[config.mk]
export PLATFORM = sky130hd
export DESIGN_NAME = jitter_bit_collector
export DESIGN_NICKNAME = d
export VERILOG_FILES = /design/src/rtl/jbc_pkg.sv /design/src/rtl/jbc_edge_divider.sv /design/src/rtl/jbc_period_capture.sv /design/src/rtl/jbc_vote_feedback.sv /design/src/rtl/jitter_bit_collector.sv
export SDC_FILE = /design/constraint.sdc
export NUM_CORES = 1
export LEC_CHECK = 0
export ABC_CLOCK_PERIOD_IN_PS = 2250
export BUFFER_PORTS_ARGS = -buffer_cell sky130_fd_sc_hd__buf_4
export CAP_MARGIN = 40
export CORE_MARGIN = 1
export CORE_UTILIZATION = 49
export DETAILED_ROUTE_END_ITERATION = 7
export PLACE_DENSITY = 0.74
export SYNTH_ARGS = -nofsm -noshare
export SYNTH_HDL_FRONTEND = slang
export SYNTH_HIERARCHICAL = 1
export SYNTH_SLANG_ARGS = --single-unit
[constraint.sdc]
create_clock -name clk -period 2.25 [get_ports clk]
set_input_delay 0.1125 -clock clk [delete_from_list [all_inputs] [get_ports clk]]
set_output_delay 0.1125 -clock clk [all_outputs]
set_load 0.01 [all_outputs]
[src/rtl/jbc_pkg.sv]
// Package: shared types for the jitter bit collector.
// Assumes nothing beyond IEEE 1800-2017 packed structs.
package jbc_pkg;
    // One raw measurement result handed from capture to the voter.
    typedef struct packed {
        logic valid;
        logic lsb;
    } jbc_sample_t;
endpackage

[src/rtl/jbc_edge_divider.sv]
// Synchronizes the asynchronous reference, finds its rising edges and
// divides them by 2^div_sel, issuing one tick per divided period.
// Assumes ref_async is a slow clock and restart only occurs with a tick.
module jbc_edge_divider #(
    parameter int SYNC_STAGES = 2,
    parameter int DIV_SEL_W   = 2
) (
    input  logic                 clk,
    input  logic                 rst_n,
    input  logic                 enable,
    input  logic                 ref_async,
    input  logic [DIV_SEL_W-1:0] div_sel,
    input  logic                 restart,
    output logic                 tick
);
    localparam int DCNT_W = (1 << DIV_SEL_W) - 1;

    logic [SYNC_STAGES:0] sync_q;
    logic [DCNT_W-1:0]    dcnt;
    logic [DCNT_W:0]      ratio;
    logic                 rise;
    logic                 edge_ev;
    logic                 at_last;

    // Synchronizer chain plus one extra stage for edge detection.
    always_ff @(posedge clk) begin
        if (!rst_n) sync_q <= '0;
        else        sync_q <= {sync_q[SYNC_STAGES-1:0], ref_async};
    end

    assign rise    = sync_q[SYNC_STAGES-1] & ~sync_q[SYNC_STAGES];
    assign edge_ev = enable & rise;
    assign ratio   = {{DCNT_W{1'b0}}, 1'b1} << div_sel;
    assign at_last = ({1'b0, dcnt} == (ratio - 1'b1));
    assign tick    = edge_ev & at_last;

    // Divider position counter, cleared on a divider change.
    always_ff @(posedge clk) begin
        if (!rst_n)       dcnt <= '0;
        else if (restart) dcnt <= '0;
        else if (edge_ev) dcnt <= at_last ? '0 : dcnt + 1'b1;
    end

    assert_edges_spaced_R1: assert property (@(posedge clk) disable iff (!rst_n)
        rise |=> !rise);
    assert_dcnt_in_range_R2: assert property (@(posedge clk) disable iff (!rst_n)
        {1'b0, dcnt} < ratio);
endmodule

[src/rtl/jbc_period_capture.sv]
// Counts fast cycles between divided reference ticks and hands out the
// count parity as a raw sample; the first tick after reset or a restart
// only arms the measurement. Assumes tick is never high while disabled.
module jbc_period_capture
    import jbc_pkg::*;
#(
    parameter int CNT_W = 16
) (
    input  logic        clk,
    input  logic        rst_n,
    input  logic        enable,
    input  logic        tick,
    input  logic        restart,
    output jbc_sample_t sample
);
    logic [CNT_W-1:0] cnt;
    logic             armed;

    // Period counter: the tick cycle counts as the first cycle of a period.
    always_ff @(posedge clk) begin
        if (!rst_n)      cnt <= '0;
        else if (enable) cnt <= tick ? {{(CNT_W-1){1'b0}}, 1'b1} : cnt + 1'b1;
    end

    // Arm flag: a full period has been seen since reset or restart.
    always_ff @(posedge clk) begin
        if (!rst_n)       armed <= 1'b0;
        else if (restart) armed <= 1'b0;
        else if (tick)    armed <= 1'b1;
    end

    assign sample.valid = tick & armed;
    assign sample.lsb   = cnt[0];

    assert_no_sample_after_restart_R3: assert property (@(posedge clk) disable iff (!rst_n)
        restart |=> !sample.valid);
    assert_hold_count_R9: assert property (@(posedge clk) disable iff (!rst_n)
        !enable |=> $stable(cnt));
endmodule

[src/rtl/jbc_vote_feedback.sv]
// Majority-votes groups of raw samples into output bits, shifts them into
// the word, and applies the per-bit feedback to the frequency-control word
// and divider select. Assumes sample.valid is never high while disabled.
module jbc_vote_feedback
    import jbc_pkg::*;
#(
    parameter int                 VOTES       = 5,
    parameter int                 WORD_W      = 16,
    parameter int                 FCW_W       = 8,
    parameter int                 FCW_STEP    = 5,
    parameter int                 DIV_SEL_W   = 2,
    parameter logic [DIV_SEL_W-1:0] DIV_SEL_RST = '0
) (
    input  logic                 clk,
    input  logic                 rst_n,
    input  logic                 enable,
    input  jbc_sample_t          sample,
    output logic                 bit_out,
    output logic                 bit_valid,
    output logic [WORD_W-1:0]    word_out,
    output logic                 word_valid,
    output logic [FCW_W-1:0]     freq_ctrl,
    output logic [DIV_SEL_W-1:0] div_sel,
    output logic                 restart
);
    localparam int VCNT_W = $clog2(VOTES + 1);
    localparam int BCNT_W = $clog2(WORD_W);
    localparam logic [VCNT_W-1:0] MAJ      = VCNT_W'(VOTES / 2 + 1);
    localparam logic [VCNT_W-1:0] LAST_IDX = VCNT_W'(VOTES - 1);
    localparam logic [BCNT_W-1:0] LAST_BIT = BCNT_W'(WORD_W - 1);

    logic [VCNT_W-1:0] nvotes;
    logic [VCNT_W-1:0] ones;
    logic [VCNT_W-1:0] ones_total;
    logic [WORD_W-1:0] word_q;
    logic [BCNT_W-1:0] bits_seen;
    logic              last_vote;
    logic              new_bit;
    logic              flip;
    logic              bv_q;
    logic              wv_q;

    assign last_vote  = sample.valid & (nvotes == LAST_IDX);
    assign ones_total = ones + {{(VCNT_W-1){1'b0}}, sample.lsb};
    assign new_bit    = (ones_total >= MAJ);
    assign flip       = word_q[0] ^ word_q[1];
    assign restart    = last_vote & flip;

    // Vote accumulator over one group of raw samples.
    always_ff @(posedge clk) begin
        if (!rst_n) begin
            nvotes <= '0;
            ones   <= '0;
        end else if (sample.valid) begin
            nvotes <= last_vote ? '0 : nvotes + 1'b1;
            ones   <= last_vote ? '0 : ones_total;
        end
    end

    // Output word, bit counter and strobes.
    always_ff @(posedge clk) begin
        if (!rst_n) begin
            word_q    <= '0;
            bits_seen <= '0;
            bv_q      <= 1'b0;
            wv_q      <= 1'b0;
        end else begin
            bv_q <= last_vote;
            wv_q <= last_vote & (bits_seen == LAST_BIT);
            if (last_vote) begin
                word_q    <= {word_q[WORD_W-2:0], new_bit};
                bits_seen <= bits_seen + 1'b1;
            end
        end
    end

    // Feedback: step the oscillator word, toggle the divider low bit.
    always_ff @(posedge clk) begin
        if (!rst_n) begin
            freq_ctrl <= '0;
            div_sel   <= DIV_SEL_RST;
        end else if (last_vote) begin
            freq_ctrl  <= freq_ctrl + FCW_W'(FCW_STEP);
            div_sel[0] <= div_sel[0] ^ flip;
        end
    end

    assign bit_out    = word_q[0];
    assign word_out   = word_q;
    assign bit_valid  = bv_q & enable;
    assign word_valid = wv_q & enable;

    assert_strobe_one_cycle_R5: assert property (@(posedge clk) disable iff (!rst_n)
        bit_valid |=> !bit_valid);
    assert_word_with_bit_R6: assert property (@(posedge clk) disable iff (!rst_n)
        word_valid |-> bit_valid);
    assert_fcw_step_R7: assert property (@(posedge clk) disable iff (!rst_n)
        last_vote |=> freq_ctrl == $past(freq_ctrl) + FCW_W'(FCW_STEP));
    assert_div_high_fixed_R8: assert property (@(posedge clk) disable iff (!rst_n)
        last_vote |=> div_sel[DIV_SEL_W-1:1] == $past(div_sel[DIV_SEL_W-1:1]));
    assert_hold_disabled_R9: assert property (@(posedge clk) disable iff (!rst_n)
        !enable |=> $stable(word_out) && $stable(freq_ctrl) && $stable(div_sel));
    assert_no_strobe_disabled_R9: assert property (@(posedge clk) disable iff (!rst_n)
        !enable |-> !bit_valid && !word_valid);
endmodule

[src/rtl/jitter_bit_collector.sv]
// Top level: harvests random bits from fast-cycle counts per slow reference
// period, votes them, and drives the feedback outputs. Assumes clk is much
// faster than ref_clk_async and the two are unrelated.
module jitter_bit_collector #(
    parameter int                   CNT_W       = 16,
    parameter int                   VOTES       = 5,
    parameter int                   WORD_W      = 16,
    parameter int                   FCW_W       = 8,
    parameter int                   FCW_STEP    = 5,
    parameter int                   DIV_SEL_W   = 2,
    parameter logic [DIV_SEL_W-1:0] DIV_SEL_RST = '0
) (
    input  logic                 clk,
    input  logic                 rst_n,
    input  logic                 enable,
    input  logic                 ref_clk_async,
    output logic                 bit_out,
    output logic                 bit_valid,
    output logic [WORD_W-1:0]    word_out,
    output logic                 word_valid,
    output logic [FCW_W-1:0]     freq_ctrl,
    output logic [DIV_SEL_W-1:0] div_sel
);
    import jbc_pkg::*;

    logic        tick;
    logic        restart;
    jbc_sample_t sample;

    jbc_edge_divider #(
        .SYNC_STAGES (2),
        .DIV_SEL_W   (DIV_SEL_W)
    ) u_edge (
        .clk       (clk),
        .rst_n     (rst_n),
        .enable    (enable),
        .ref_async (ref_clk_async),
        .div_sel   (div_sel),
        .restart   (restart),
        .tick      (tick)
    );

    jbc_period_capture #(
        .CNT_W (CNT_W)
    ) u_capture (
        .clk     (clk),
        .rst_n   (rst_n),
        .enable  (enable),
        .tick    (tick),
        .restart (restart),
        .sample  (sample)
    );

    jbc_vote_feedback #(
        .VOTES       (VOTES),
        .WORD_W      (WORD_W),
        .FCW_W       (FCW_W),
        .FCW_STEP    (FCW_STEP),
        .DIV_SEL_W   (DIV_SEL_W),
        .DIV_SEL_RST (DIV_SEL_RST)
    ) u_vote (
        .clk        (clk),
        .rst_n      (rst_n),
        .enable     (enable),
        .sample     (sample),
        .bit_out    (bit_out),
        .bit_valid  (bit_valid),
        .word_out   (word_out),
        .word_valid (word_valid),
        .freq_ctrl  (freq_ctrl),
        .div_sel    (div_sel),
        .restart    (restart)
    );
endmodule

=== Yosys cells after proc, flatten, opt, wreduce, memory -nomap -nowiden ===
Cells that the tools add are included.
Widths: inputs -> output; s select.

* Bits of input ports: 4
* Register bits after elaboration: 60
* Word-level logic and storage cells: 42
* Output and inout bits: 29

* Bitwise gates (word level): 13
* Shift operators: 1
* Multiplexer cells: 4
* Equal/unequal tests: 3
* Order comparisons: 1
* Reductions and logical operators: 1
* Add/subtract/negate cells: 7

{| class="wikitable"
|+ Operator list
! kind !! count
|-
| $add 16x1->16 const B || 1
|-
| $mux 16 || 1
|-
| $and 1x1->1 || 9
|-
| $mux 3 || 3
|-
| $add 8x3->8 const B || 1
|-
| $add 3x1->3 const B || 2
|-
| $add 4x1->4 const B || 1
|-
| $eq 3x4->1 || 1
|-
| $eq 4x4->1 const B || 1
|-
| $shl 1x1->4 const A || 1
|-
| $sub 4x1->4 const B || 1
|-
| $add 3x1->3 || 1
|-
| $eq 3x3->1 const B || 1
|-
| $ge 3x2->1 const B || 1
|-
| $not 1->1 || 2
|-
| $reduce_or 2->1 || 1
|-
| $xor 1x1->1 || 2
|}

=== Logic depth before layout (Yosys ltp) ===
* Word-level depth: 8
* Gate-level depth with buffers: 11
* Mapped depth without buffers: 8

=== Hierarchy ===
The synthesis kept the hierarchy.

{| class="wikitable"
|+ Modules (own cells, without submodules)
! module !! cells each !! seq. area each (um2) !! area an instance (um2) !! instances
|-
| jbc_vote_feedback || 180 || 740.7 || 1506.4 || 1
|-
| jbc_edge_divider || 26 || 120.1 || 279.0 || 1
|-
| jbc_period_capture || 8 || 40.0 || 77.6 || 1
|}

=== Worst setup path after synthesis ===
OpenSTA, ideal clock, no wires.

* Kind: register to register
* Start point: register u_vote.div_sel[0]
* End point: register u_vote.freq_ctrl[5]
* Setup time: 71 ps
* Data required time: 2179 ps
* Buffers on the path: 1
* Path slack: 37 ps
* Data arrival time: 2143 ps
* Period minus slack after synthesis: 2213 ps
* Stages on the path, launching flop included: 9
* Cells stage by stage: dfxtp_1 > or3_1 > a211oi_2 > and2_1 > and2_1 > nand3_2 > buf_6 > or4_1 > a21oi_1

{| class="wikitable"
|+ RTL lines
! what !! line !! RTL
|-
| from (decl) || jbc_vote_feedback.sv:23 || <nowiki>output logic [DIV_SEL_W-1:0] div_sel,</nowiki>
|-
| from (signal assigned) || jbc_vote_feedback.sv:84 || <nowiki>div_sel[0] <= div_sel[0] ^ flip;</nowiki>
|-
| to (signal assigned) || jbc_vote_feedback.sv:83 || <nowiki>freq_ctrl <= freq_ctrl + FCW_W'(FCW_STEP);</nowiki>
|-
| to (decl) || jbc_vote_feedback.sv:22 || <nowiki>output logic [FCW_W-1:0] freq_ctrl,</nowiki>
|}

==> results.toml <==
[power]
p_switching_mw = 0.288
power_mw = 1.46
power_leakage_nw = 0.897
sw_frac_of_total_pct = 19.7
combPwrFrac_pct = 2.3
seqPwrFrac_pct = 54.9
vdd_drop_max_mv = 0.391
internal_power_mw = 1.17
p_clk_share_pct = 42.8
cellPowerDensity_nw_per_um2 = 632

[finish]
drive_above_1_share_pct = 22.2
regArea_sq_um = 901
final_cell_mix = "dfxtp_1 (45), nand2_1 (42), buf_4 (40)"
fin_area_sq_um = 2310
fillers = 338
nNetsFinal = 262
final_common_cell = "dfxtp_1"
multi_input_area_sq_um = 896
num_antenna_cells = 0
synthToLayoutAreaGrowth_pct = 24.2

[setup_path]
crit_cells = 7
worst_ep_arrival_time_ps = 2310
crit_chain = "or3_1, a211oi_2, and2_4, and2_4, nand3_4, or4_1, a21oi_1"
critPathSlowestCell = "or4_1"
cp_max_fo = 7
reg2reg_depth = 7
rr_startpoint = "u_edge/dcnt[0]$_SDFFE_PP0P_"
slowest_delay_ps = 510
reg2reg_to = "u_vote/freq_ctrl[7]$_SDFFE_PN0P_"
setup.worst_path.class = "register to register"
end_kind = "register"
cp-start-kind = "register"
startpoint = "u_edge/dcnt[0]$_SDFFE_PP0P_"
worstPathRequired_ps = 2480
cp_top_family = "simple AND/OR/NAND/NOR gates"
cp_common_cell = "and2_4"
crit_buf_inv = 0
r2r_setup_slack_ps = 170

[yosys]
yosysTopAreaCellShare_pct = 48.4
synth.distinct_cells = 34
synth_nets = 225
synth_warnings = 6
synth_top_cell_by_area = "dfxtp_1"
netlist_instances = 214
yosys-top-cells-area = "dfxtp_1 (48%), a21oi_1 (9.1%), nand2_1 (8.5%)"
ys_seq_elements = 45
syn_area_sq_um = 1860
synth.yosys.seq_area_share_pct = 48.4
avgSynthCellArea_sq_um = 8.71

[die]
initial_core_util_pct = 50.9
dieArea_sq_um = 4050
rows = 22
die_h_um = 63.7
die_w_um = 63.7
ios = 33
coreArea_sq_um = 3660

[sta]
fin_skew_ps = 3.81
min_period_over_period_pct = 92.7
period_needed_ps = 2080
drv_slew = 0
hold_viol_final = 0
fin_hold_ws_ps = 21.3
fin_tns_setup_ps = 0
grt_setup_unrepaired = "no"
setup_viol = 0
fmax_mhz = 480

[global_route]
grt_first_pass_wirelength_mm = 5.95
grt_usage_pct = 18.9
grt_pass1_vias = 1382
antenna_found_initial = 0
grt-ovfl-total = 0
grt_start_max_net_pins = 30

[run]
cap_violations = 0

[drt]
wire_per_inst_um = 11.7
via_per_inst = 5.19
ant_nets = 0
route.detailed.drc = 0
drt_wl_total_mm = 3.50
drtPass1Iterations = 4
vias = 1558
first_iter_violations = 42

[place]
placed_cell_area_sq_um = 2170
hpwl_mm = 2.36
portBuffers = 31
gp_congestion = 0.792

[hold_path]
hold_depth = 2
hp-class = "primary input to register"
min_to = "u_edge/sync_q[0]$_SDFF_PN0_"
hp-start = "ref_clk_async"

[clocking]
post_cts_buffers = 0
cts_max_level = 2
ctsRootBufferMaster = "clkbuf_8"
clk-insertion-delay-late_ps = 300
cts_made_buffers = 5
path_clk_slew_ps = 80
clock_sinks = 45
clk_path_buf_depth = 2
cts_tree = "done"

[run_status]
status = "completed"
-- repair_timing --
item,CTS,global route
hold buffers,0,0
setup endpoints to repair,0,24
gates resized for setup,0,6
-- synthesized netlist by cell type --
| master | n |
|---|---|
| dfxtp_1 | 45 |
| nand2_1 | 42 |
| a21oi_1 | 34 |
| o21ai_0 | 10 |
| and2_1 | 7 |
| ha_1 | 7 |
| nor2_1 | 7 |
| clkbuf_1 | 6 |
| or3_1 | 6 |
| xor2_1 | 6 |
| inv_1 | 4 |
| nand3_1 | 4 |
| a211oi_1 | 3 |
| buf_2 | 3 |
| o31ai_1 | 3 |
| or4_1 | 3 |
| xnor2_1 | 3 |
| buf_4 | 2 |
| mux2i_1 | 2 |
| nand4_1 | 2 |
| nand4b_1 | 2 |
| a211oi_2 | 1 |
| a31oi_1 | 1 |
| and3_1 | 1 |
| and4_1 | 1 |
| buf_6 | 1 |
| clkinv_1 | 1 |
| conb_1 | 1 |
| nand2b_1 | 1 |
| nand3_2 | 1 |
| nand3b_1 | 1 |
| nand3b_2 | 1 |
| nor3b_2 | 1 |
| o21ai_1 | 1 |
-- state kept, by name, summed over array words and instances (netlist names) --
signal	count
u_vote/word_out	16
u_vote/freq_ctrl	8
u_vote/bits_seen	4
u_edge/dcnt	3
u_edge/sync_q	3
u_vote/nvotes	3
u_vote/ones	3
u_capture/armed	1
u_capture/cnt	1
u_vote/bv_q	1
u_vote/div_sel	1
u_vote/wv_q	1
-- how the worst max path moves through the flow --
stage                                        to  slack, ps
3_5_place_dp   u_vote/freq_ctrl[4]$_SDFFE_PN0P_        120
6_report       u_vote/freq_ctrl[7]$_SDFFE_PN0P_        170
4_1_cts        u_vote/freq_ctrl[6]$_SDFFE_PN0P_         90
5_1_grt        u_vote/freq_ctrl[0]$_SDFFE_PN0P_         50
2_1_floorplan  u_vote/freq_ctrl[5]$_SDFFE_PN0P_         40
3_3_place_gp   u_vote/freq_ctrl[3]$_SDFFE_PN0P_        140
-- through the flow --
step	worst slack, ps	std cells	utilization (%)
final	165	300	63.2
after global routing	45.3	300	63.2
after CTS	91.7	300	62.6
after detailed placement	120	292	59.4
after global placement	144	292	59.4
after floorplan	36.5	214	-
-- logic make-up (layout without fill, tap and decap cells) --
kind of cell	count (synthesis)	in the layout	synth area share (%)
and+or+nand+nor	80	80	21.5
AOI/OAI and AO/OA	53	53	15.5
DFF	45	45	48.4
buffers and inverters	17	55	4.43
xor gates and xnor gates	9	9	4.23
adders and majority gates	7	7	4.70
muxes	2	2	1.07
other	1	1	0.201
-- metal layers --
metal  vias to the layer above  GRT usage [%]  wire length (um)
li1                        804              -                 -
met1                       718           24.2              1730
met2                        29           29.5              1570
met3                         7           4.35               138
met4                         0           9.38                70
met5                         -              0                 0
-- layout make-up --
type	instances	share of cell area, %
flip-flops and latches	45	38.9
well taps	48	2.59
inverters	5	0.811
clock inverters	1	1.30
clock buffers	7	3.73
repair buffers	42	13.9
multi-input cells	152	38.7
-- power by group through the flow --
stage,clock network [mW],registers [mW],logic (mW)
after CTS,0.640,0.802,0.0336
after floorplan,0,0.821,0.0213
after global routing,0.676,0.803,0.0372
after global placement,0,0.821,0.0330
after detailed placement,0,0.821,0.0332
final,0.626,0.802,0.0343
-- worst reg2reg max path: stages (launching register included) --
cell and delay (ps):
dfxtp_1 310, or3_1 380, a211oi_2 230, and2_4 190
and2_4 160, nand3_4 90, or4_1 510, a21oi_1 150
No activity file was read; power rests on OpenSTA's default activity.
